===== src/rtl/dmd_pkg.sv =====
package dmd_pkg;

  typedef enum logic [2:0] {
    ST_IDLE,
    ST_AVG_GO,
    ST_AVG_WAIT,
    ST_SHR_GO,
    ST_SHR_WAIT,
    ST_FIX,
    ST_DONE
  } ctrlState_t;

  typedef struct packed {
    logic capture;   // latch new demands into history
    logic divStart;  // launch divider
    logic divSel;    // 0: average phase, 1: share phase
    logic storeQ;    // write divider quotient at current index
    logic giveOne;   // hand one leftover slot out
  } ctrlStrobes_t;

endpackage


===== src/rtl/dmd_divider.sv =====
module dmd_divider #(
  parameter int W = 24
) (
  input  logic         clk,
  input  logic         rstN,
  input  logic         start,
  input  logic [W-1:0] num,
  input  logic [W-1:0] den,
  output logic [W-1:0] quo,
  output logic         done
);
  localparam int CW = $clog2(W + 1);

  logic [W-1:0]  remR, denR, quoR;
  logic [CW-1:0] cntR;
  logic          runR;
  logic [W:0]    remShift;
  logic          ge;
  logic [W-1:0]  remSub;

  always_comb begin
    remShift = {remR, quoR[W-1]};
    ge       = remShift >= {1'b0, denR};
    remSub   = remShift[W-1:0] - denR;
  end

  always_ff @(posedge clk or negedge rstN) begin
    if (!rstN) begin
      remR <= '0;
      denR <= '0;
      quoR <= '0;
      cntR <= '0;
      runR <= 1'b0;
      done <= 1'b0;
    end else if (start) begin
      remR <= '0;
      denR <= den;
      quoR <= num;
      cntR <= CW'(W);
      runR <= 1'b1;
      done <= 1'b0;
    end else if (runR) begin
      remR <= ge ? remSub : remShift[W-1:0];
      quoR <= {quoR[W-2:0], ge};
      cntR <= cntR - 1'b1;
      if (cntR == CW'(1)) begin
        runR <= 1'b0;
        done <= 1'b1;
      end
    end else begin
      done <= 1'b0;
    end
  end

  assign quo = quoR;
endmodule


===== src/rtl/dmd_datapath.sv =====
module dmd_datapath
  import dmd_pkg::*;
#(
  parameter int NUM_IF      = 12,
  parameter int DW          = 8,
  parameter int CNT_W       = 16,
  parameter int TOTAL_SLOTS = 96,
  parameter int IDX_W       = 4,
  parameter int SLOT_W      = 7
) (
  input  logic                     clk,
  input  logic                     rstN,
  input  ctrlStrobes_t             strb,
  input  logic [IDX_W-1:0]         idx,
  input  logic [NUM_IF*DW-1:0]     demandVec,
  output logic                     divDone,
  output logic                     leftoverZero,
  output logic [NUM_IF*SLOT_W-1:0] allocVec
);
  localparam int SUM_W = DW + CNT_W;
  localparam int DIV_W = SUM_W;
  localparam int TOT_W = DW + $clog2(NUM_IF + 1);
  localparam int SS_W  = SLOT_W + $clog2(NUM_IF + 1);

  logic [SUM_W-1:0]  sumR   [NUM_IF];
  logic [DW-1:0]     lastR  [NUM_IF];
  logic [DW-1:0]     predR  [NUM_IF];
  logic [DW-1:0]     predEff[NUM_IF];
  logic [SLOT_W-1:0] shareR [NUM_IF];
  logic [CNT_W-1:0]  cntR;
  logic [NUM_IF-1:0] givenR;

  logic [TOT_W-1:0]  totalSum, totalEff;
  logic [SS_W-1:0]   shareSum;
  logic [IDX_W-1:0]  bestIdx;
  logic [DW-1:0]     bestVal;
  logic              bestFound;
  logic [DIV_W-1:0]  divNum, divDen, divQ;
  logic [DW-1:0]     avgSat;
  logic [SLOT_W-1:0] shareSat;
  logic [DW:0]       avgPlusLast;

  // prediction total; an all-zero set falls back to equal weights
  always_comb begin
    totalSum = '0;
    for (int i = 0; i < NUM_IF; i++) totalSum = totalSum + TOT_W'(predR[i]);
    totalEff = (totalSum == '0) ? TOT_W'(NUM_IF) : totalSum;
    for (int i = 0; i < NUM_IF; i++)
      predEff[i] = (totalSum == '0) ? DW'(1) : predR[i];
  end

  always_comb begin
    shareSum = '0;
    for (int i = 0; i < NUM_IF; i++) shareSum = shareSum + SS_W'(shareR[i]);
    leftoverZero = (shareSum == SS_W'(TOTAL_SLOTS));
  end

  // largest remaining prediction, lowest index wins ties
  always_comb begin
    bestIdx   = '0;
    bestVal   = '0;
    bestFound = 1'b0;
    for (int i = 0; i < NUM_IF; i++) begin
      if (!givenR[i] && (!bestFound || predEff[i] > bestVal)) begin
        bestIdx   = IDX_W'(i);
        bestVal   = predEff[i];
        bestFound = 1'b1;
      end
    end
  end

  always_comb begin
    if (strb.divSel) begin
      divNum = DIV_W'(predEff[idx]) * DIV_W'(TOTAL_SLOTS);
      divDen = DIV_W'(totalEff);
    end else begin
      divNum = DIV_W'(sumR[idx]);
      divDen = DIV_W'(cntR);
    end
  end

  dmd_divider #(.W(DIV_W)) u_div (
    .clk   (clk),
    .rstN  (rstN),
    .start (strb.divStart),
    .num   (divNum),
    .den   (divDen),
    .quo   (divQ),
    .done  (divDone)
  );

  always_comb begin
    avgSat      = (divQ > DIV_W'({DW{1'b1}})) ? {DW{1'b1}} : divQ[DW-1:0];
    shareSat    = (divQ > DIV_W'(TOTAL_SLOTS)) ? SLOT_W'(TOTAL_SLOTS) : divQ[SLOT_W-1:0];
    avgPlusLast = {1'b0, avgSat} + {1'b0, lastR[idx]};
  end

  always_ff @(posedge clk or negedge rstN) begin
    if (!rstN) begin
      cntR   <= '0;
      givenR <= '0;
      for (int i = 0; i < NUM_IF; i++) begin
        sumR[i]   <= '0;
        lastR[i]  <= '0;
        predR[i]  <= '0;
        shareR[i] <= '0;
      end
    end else begin
      if (strb.capture) begin
        givenR <= '0;
        if (cntR != {CNT_W{1'b1}}) cntR <= cntR + 1'b1;
        for (int i = 0; i < NUM_IF; i++) begin
          lastR[i]  <= demandVec[i*DW +: DW];
          shareR[i] <= '0;
          if (cntR != {CNT_W{1'b1}})
            sumR[i] <= sumR[i] + SUM_W'(demandVec[i*DW +: DW]);
        end
      end
      if (strb.storeQ && !strb.divSel) predR[idx]  <= avgPlusLast[DW:1];
      if (strb.storeQ &&  strb.divSel) shareR[idx] <= shareSat;
      if (strb.giveOne) begin
        shareR[bestIdx] <= shareR[bestIdx] + 1'b1;
        givenR[bestIdx] <= 1'b1;
      end
    end
  end

  for (genvar g = 0; g < NUM_IF; g++) begin : g_pack
    assign allocVec[g*SLOT_W +: SLOT_W] = shareR[g];
  end
endmodule


===== src/rtl/dmd_control.sv =====
module dmd_control
  import dmd_pkg::*;
#(
  parameter int NUM_IF = 12,
  parameter int IDX_W  = 4
) (
  input  logic             clk,
  input  logic             rstN,
  input  logic             reportValid,
  input  logic             divDone,
  input  logic             leftoverZero,
  output ctrlStrobes_t     strb,
  output logic [IDX_W-1:0] idx,
  output logic             busy,
  output logic             donePulse,
  output logic             allocValid
);
  ctrlState_t state;
  logic       lastIdx;

  assign lastIdx = (idx == IDX_W'(NUM_IF - 1));

  always_comb begin
    strb = '0;
    unique case (state)
      ST_IDLE:     strb.capture = reportValid;
      ST_AVG_GO:   strb.divStart = 1'b1;
      ST_AVG_WAIT: strb.storeQ = divDone;
      ST_SHR_GO:   begin strb.divStart = 1'b1; strb.divSel = 1'b1; end
      ST_SHR_WAIT: begin strb.storeQ = divDone; strb.divSel = 1'b1; end
      ST_FIX:      strb.giveOne = !leftoverZero;
      default:     ;
    endcase
  end

  always_ff @(posedge clk or negedge rstN) begin
    if (!rstN) begin
      state      <= ST_IDLE;
      idx        <= '0;
      allocValid <= 1'b0;
    end else begin
      unique case (state)
        ST_IDLE: if (reportValid) begin
          state      <= ST_AVG_GO;
          idx        <= '0;
          allocValid <= 1'b0;
        end
        ST_AVG_GO: state <= ST_AVG_WAIT;
        ST_AVG_WAIT: if (divDone) begin
          idx   <= lastIdx ? '0 : idx + 1'b1;
          state <= lastIdx ? ST_SHR_GO : ST_AVG_GO;
        end
        ST_SHR_GO: state <= ST_SHR_WAIT;
        ST_SHR_WAIT: if (divDone) begin
          idx   <= lastIdx ? '0 : idx + 1'b1;
          state <= lastIdx ? ST_FIX : ST_SHR_GO;
        end
        ST_FIX: if (leftoverZero) begin
          state      <= ST_DONE;
          allocValid <= 1'b1;
        end
        ST_DONE: state <= ST_IDLE;
        default: state <= ST_IDLE;
      endcase
    end
  end

  assign busy      = (state != ST_IDLE);
  assign donePulse = (state == ST_DONE);
endmodule


===== src/rtl/demand_slot_alloc.sv =====
module demand_slot_alloc
  import dmd_pkg::*;
#(
  parameter int NUM_IF      = 12,
  parameter int DW          = 8,
  parameter int CNT_W       = 16,
  parameter int TOTAL_SLOTS = 96,
  localparam int SLOT_W     = $clog2(TOTAL_SLOTS + 1),
  localparam int IDX_W      = (NUM_IF > 1) ? $clog2(NUM_IF) : 1
) (
  input  logic                     clk,
  input  logic                     rstN,
  input  logic                     reportValid,
  input  logic [NUM_IF*DW-1:0]     demandVec,
  output logic                     busy,
  output logic                     donePulse,
  output logic                     allocValid,
  output logic [NUM_IF*SLOT_W-1:0] allocVec
);
  ctrlStrobes_t     strb;
  logic [IDX_W-1:0] idx;
  logic             divDone, leftoverZero;

  dmd_control #(.NUM_IF(NUM_IF), .IDX_W(IDX_W)) u_ctrl (
    .clk          (clk),
    .rstN         (rstN),
    .reportValid  (reportValid),
    .divDone      (divDone),
    .leftoverZero (leftoverZero),
    .strb         (strb),
    .idx          (idx),
    .busy         (busy),
    .donePulse    (donePulse),
    .allocValid   (allocValid)
  );

  dmd_datapath #(
    .NUM_IF(NUM_IF), .DW(DW), .CNT_W(CNT_W), .TOTAL_SLOTS(TOTAL_SLOTS),
    .IDX_W(IDX_W), .SLOT_W(SLOT_W)
  ) u_dp (
    .clk          (clk),
    .rstN         (rstN),
    .strb         (strb),
    .idx          (idx),
    .demandVec    (demandVec),
    .divDone      (divDone),
    .leftoverZero (leftoverZero),
    .allocVec     (allocVec)
  );
endmodule


===== config.mk =====
export PLATFORM = sky130hd
export DESIGN_NAME = demand_slot_alloc
export DESIGN_NICKNAME = d
export VERILOG_FILES = /design/src/rtl/dmd_pkg.sv /design/src/rtl/dmd_divider.sv /design/src/rtl/dmd_datapath.sv /design/src/rtl/dmd_control.sv /design/src/rtl/demand_slot_alloc.sv
export SDC_FILE = /design/constraint.sdc
export NUM_CORES = 2
export LEC_CHECK = 0
export ABC_AREA = 0
export BUFFER_PORTS_ARGS = -buffer_cell sky130_fd_sc_hd__buf_2
export CORE_MARGIN = 2
export CORE_UTILIZATION = 63
export CTS_CLUSTER_DIAMETER = 60
export DETAILED_ROUTE_END_ITERATION = 10
export GPL_ROUTABILITY_DRIVEN = 0
export MAX_ROUTING_LAYER = met4
export PLACE_DENSITY = 0.81
export SLEW_MARGIN = 25
export SYNTH_ARGS = -nofsm -noshare
export SYNTH_HDL_FRONTEND = slang
export SYNTH_SLANG_ARGS = --single-unit

===== constraint.sdc =====
create_clock -name clk -period 36.3 [get_ports clk]
set_clock_uncertainty 0.05 [all_clocks]
set_input_delay 5.445 -clock clk [delete_from_list [all_inputs] [get_ports clk]]
set_output_delay 5.445 -clock clk [all_outputs]
set_load 0.01 [all_outputs]

==> results by group <==
Clock network
  • Post-CTS Hold Buffers: 0
  • Clk buf depth: 3
  • CTS clk-pin slew, worst paths: 0.06 ns
  • Clk_lat worst skew: approximately 0.65 ns
  • CTS tree: built
  • Clock Sinks: 671
  • # resized after CTS: 0
  • H-tree depth: 3
  • Root buffer cell: clkbuf_16
  • Num CTS Buffers: 75
  • Post-CTS setup buffer count: 0

GRT
  • Met3 Use GR: around 7%
  • Initial antenna violation count: 11
  • Largest net degree at the start of global routing: approximately 170
  • GR Layer Usage met1: ~45%
  • Routing usage on met2: about three fifths
  • GRT busiest layer: met2
  • Total track usage: approximately 37%
  • Congestion Overflow GR: 0
  • First-pass GRT wire length: around 210000 um
  • Vias in the first global route: 37700

Worst setup path
  • Worst path bufs/invs: 6
  • CP top delay family: compound AO/OA/AOI/OAI gates
  • CP Max Fanout: between 40 and 50
  • Cell mode on critical path: ha_1
  • Critical Path AT: ~31 ns
  • R2R depth: 106
  • Startpoint Class: flip-flop
  • Peak per-stage delay on the critical path: 1.11 ns
  • R2R Setup Slk: between 5 and 6 ns
  • Critical path data required time: 36.80 ns
  • Worst r2r dst: u_dp.allocVec[44]
  • R2r startpoint: u_dp.predR[88]
  • CP max-delay cell: or4_2
  • Crit path capture type: flip-flop
  • CP Class: reg -> reg

Final layout
  • Post-layout util: a little over two thirds
  • P&R area growth vs syn: 8.92%
  • Cell Count, Final, Fillers Out: 5844
  • Layout cell share with drive strength beyond 1: roughly an eighth
  • Fill count: between 5000 and 6000
  • Nets@finish: roughly 5300

Logic synthesis
  • Post-synthesis cell count: between 4000 and 5000
  • Top cells by area, synth: dfrtp_1 37%, ha_1 7.5%, fa_1 6.5%
  • Yosys warns: 0
  • Post-synth cell types: ~110
  • Cell taking the most area after synthesis: dfrtp_1
  • Post-Syn Area: ~46000 um^2
  • Post-synth ARST share: 100%
  • FF+latch count, synth: ~670
  • Avg Cell Area, Syn: 9.60 um^2
  • Fraction of post-synthesis cell area in the top cell type by area: a little under two fifths
  • Top_reg_cell synth: dfrtp_1
  • Post-synth EDFFs: 0
  • Part of the Yosys area used for sequential elements: around 37%
  • Synth Net Count: around 5300

Detailed routing
  • First DRT Iteration DRCs: between 4000 and 5000
  • Vias per cell: 6.44
  • Vias: 37700
  • DRC errors left: 0
  • First-pass iteration count of the detailed router: 6
  • Routed len/inst: 22.7 um
  • Antenna viol nets, final: 0
  • Total Routed Length: 133000 um

Min path
  • Hold worst-path end: u_dp.sumR[263]
  • Hold Crit Class: reg -> reg
  • Hold path depth: 1
  • Hold Path Origin: u_dp.sumR[263]

Timing
  • Fin. Hold Viols: 0
  • Slew @ Worst Pin: ~1.1 ns
  • Worst slew margin: between 20 and 30%
  • Max Slew Vio Count: 0
  • Fin crit share: 85.2%
  • Hold_ws: about 0.42 ns
  • Final setup violation count: 0
  • Achievable frequency: between 30 and 40 MHz
  • RSZ-0062 raised after global routing: false
  • Minimum clock period: just over 30 ns
  • Setup tns final: 0 ns

Status
  • Outcome: finished, final reports clean

Place
  • DP HPWL: ~95000 um
  • IO buf count: 185
  • DP Cell Count: roughly 5700

Die
  • DIE AREA: 74600 um^2
  • DIE WIDTH: roughly 270 um
  • Number of I/O pins: 186
  • Row count: a little under 100
  • Core Region: just over 70000 um^2
  • Initial Util: between 60% and 70%
  • Die Ht: 273 um

Run
  • Max-cap viol count: 0
-- cell usage after synthesis, drive strengths merged, types with 25 or more instances --
library cell / instances
a211oi: 25
a21o: 87
a21oi: 272
a311oi: 59
a31oi: 38
and2: 64
and3: 64
buf: 62
clkbuf: 166
dfrtp: 671
fa: 148
ha: 272
inv: 305
mux2: 47
mux2i: 93
mux4: 113
nand2: 738
nand2b: 38
nand3: 105
nand4: 48
nor2: 303
nor2b: 47
nor3: 30
o21ai: 322
o21bai: 49
o22ai: 28
xnor2: 234
xor2: 98
-- logic make-up (layout without fill, tap and decap cells) --
group           after synthesis  after routing  synth area share [%]
compound gates             1031           1031                  14.3
xor+xnor                    332            332                  6.37
fa+ha+maj                   420            420                  13.9
buf+inv                     542            667                  4.91
flops                       671            671                  36.8
mux                         253            253                  8.77
other cells                   0             13                     0
simple gates               1507           1507                  14.9
-- metal layers --
metal | wire length, um | up-vias
met1 | 48500 | 18400
met2 | 63300 | 1965
met5 | 0 | -
met4 | 9120 | 0
met3 | 12000 | 578
li1 | - | 16700
-- layout make-up --
class,instances,area (um^2),share of cell area [%]
timing repair buffer,227,1290,2.60
tap,950,1190,2.39
multi-input combinational,3543,26800,53.8
sequential,671,16800,33.8
clock inverter,30,338,0.679
inverter,306,1150,2.31
clock buffer,104,2170,4.36
antenna,13,32.5,0.0654
-- sequential cells by signal (all words and copies together) (netlist names) --
name / count
u_ctrl.state: 3
u_dp.givenR: 12
u_dp.u_div.remR: 24
u_dp.sumR: 288
u_dp.u_div.denR: 16
u_dp.u_div.runR: 1
u_dp.cntR: 16
u_ctrl.allocValid: 1
u_ctrl.idx: 4
u_dp.predR: 96
u_dp.u_div.cntR: 5
u_dp.u_div.quo: 24
u_dp.lastR: 96
u_dp.allocVec: 84
u_dp.u_div.done: 1
-- how the worst max path moves through the flow --
stage / start / end / slack (ns) / cells past startpoint
floorplan: u_dp.predR[80] / u_dp.allocVec[27] / 9.44 / 126
detailed placement: u_dp.predR[88] / u_dp.allocVec[76] / 6.25 / 106
global placement: u_dp.predR[88] / u_dp.allocVec[62] / 7.19 / 105
CTS: u_dp.predR[88] / u_dp.allocVec[76] / 6.15 / 106
global route: u_dp.predR[88] / u_dp.allocVec[58] / 3.46 / 109
finish: u_dp.predR[88] / u_dp.allocVec[44] / 5.37 / 106
-- cells in the final DEF, fill, tap and decap left out, types with 15 or more instances in the layout --
cell and count:
a211oi_1 24, a21o_1 86, a21oi_1 261, a311oi_1 58, a31oi_1 37, and2_1 59, and3_1 62, buf_2 184
buf_4 38, clkbuf_16 78, dfrtp_1 666, fa_1 148, ha_1 272, inv_1 305, mux2_2 47, mux2i_1 93
mux4_2 113, nand2_1 734, nand2b_1 38, nand3_1 103, nand4_1 46, nor2_1 294, nor2b_1 45, nor3_1 27
nor4_1 15, o211ai_1 20, o21ai_0 316, o21bai_1 48, o22ai_1 28, or2_2 15, xnor2_1 230, xor2_1 97
-- per-stage QoR --
| stage | worst slack, ns | area (um^2) |
|---|---|---|
| floorplan | 9.44 | 45700 |
| global placement | 7.19 | 47100 |
| detailed placement | 6.25 | 47100 |
| CTS | 6.15 | 49600 |
| global route | 3.46 | 49700 |
| finish | 5.37 | 49700 |
Power is left out: the tool's default activity adds up to more than one toggle a clock period on the data nets, which glitch-free logic cannot reach.
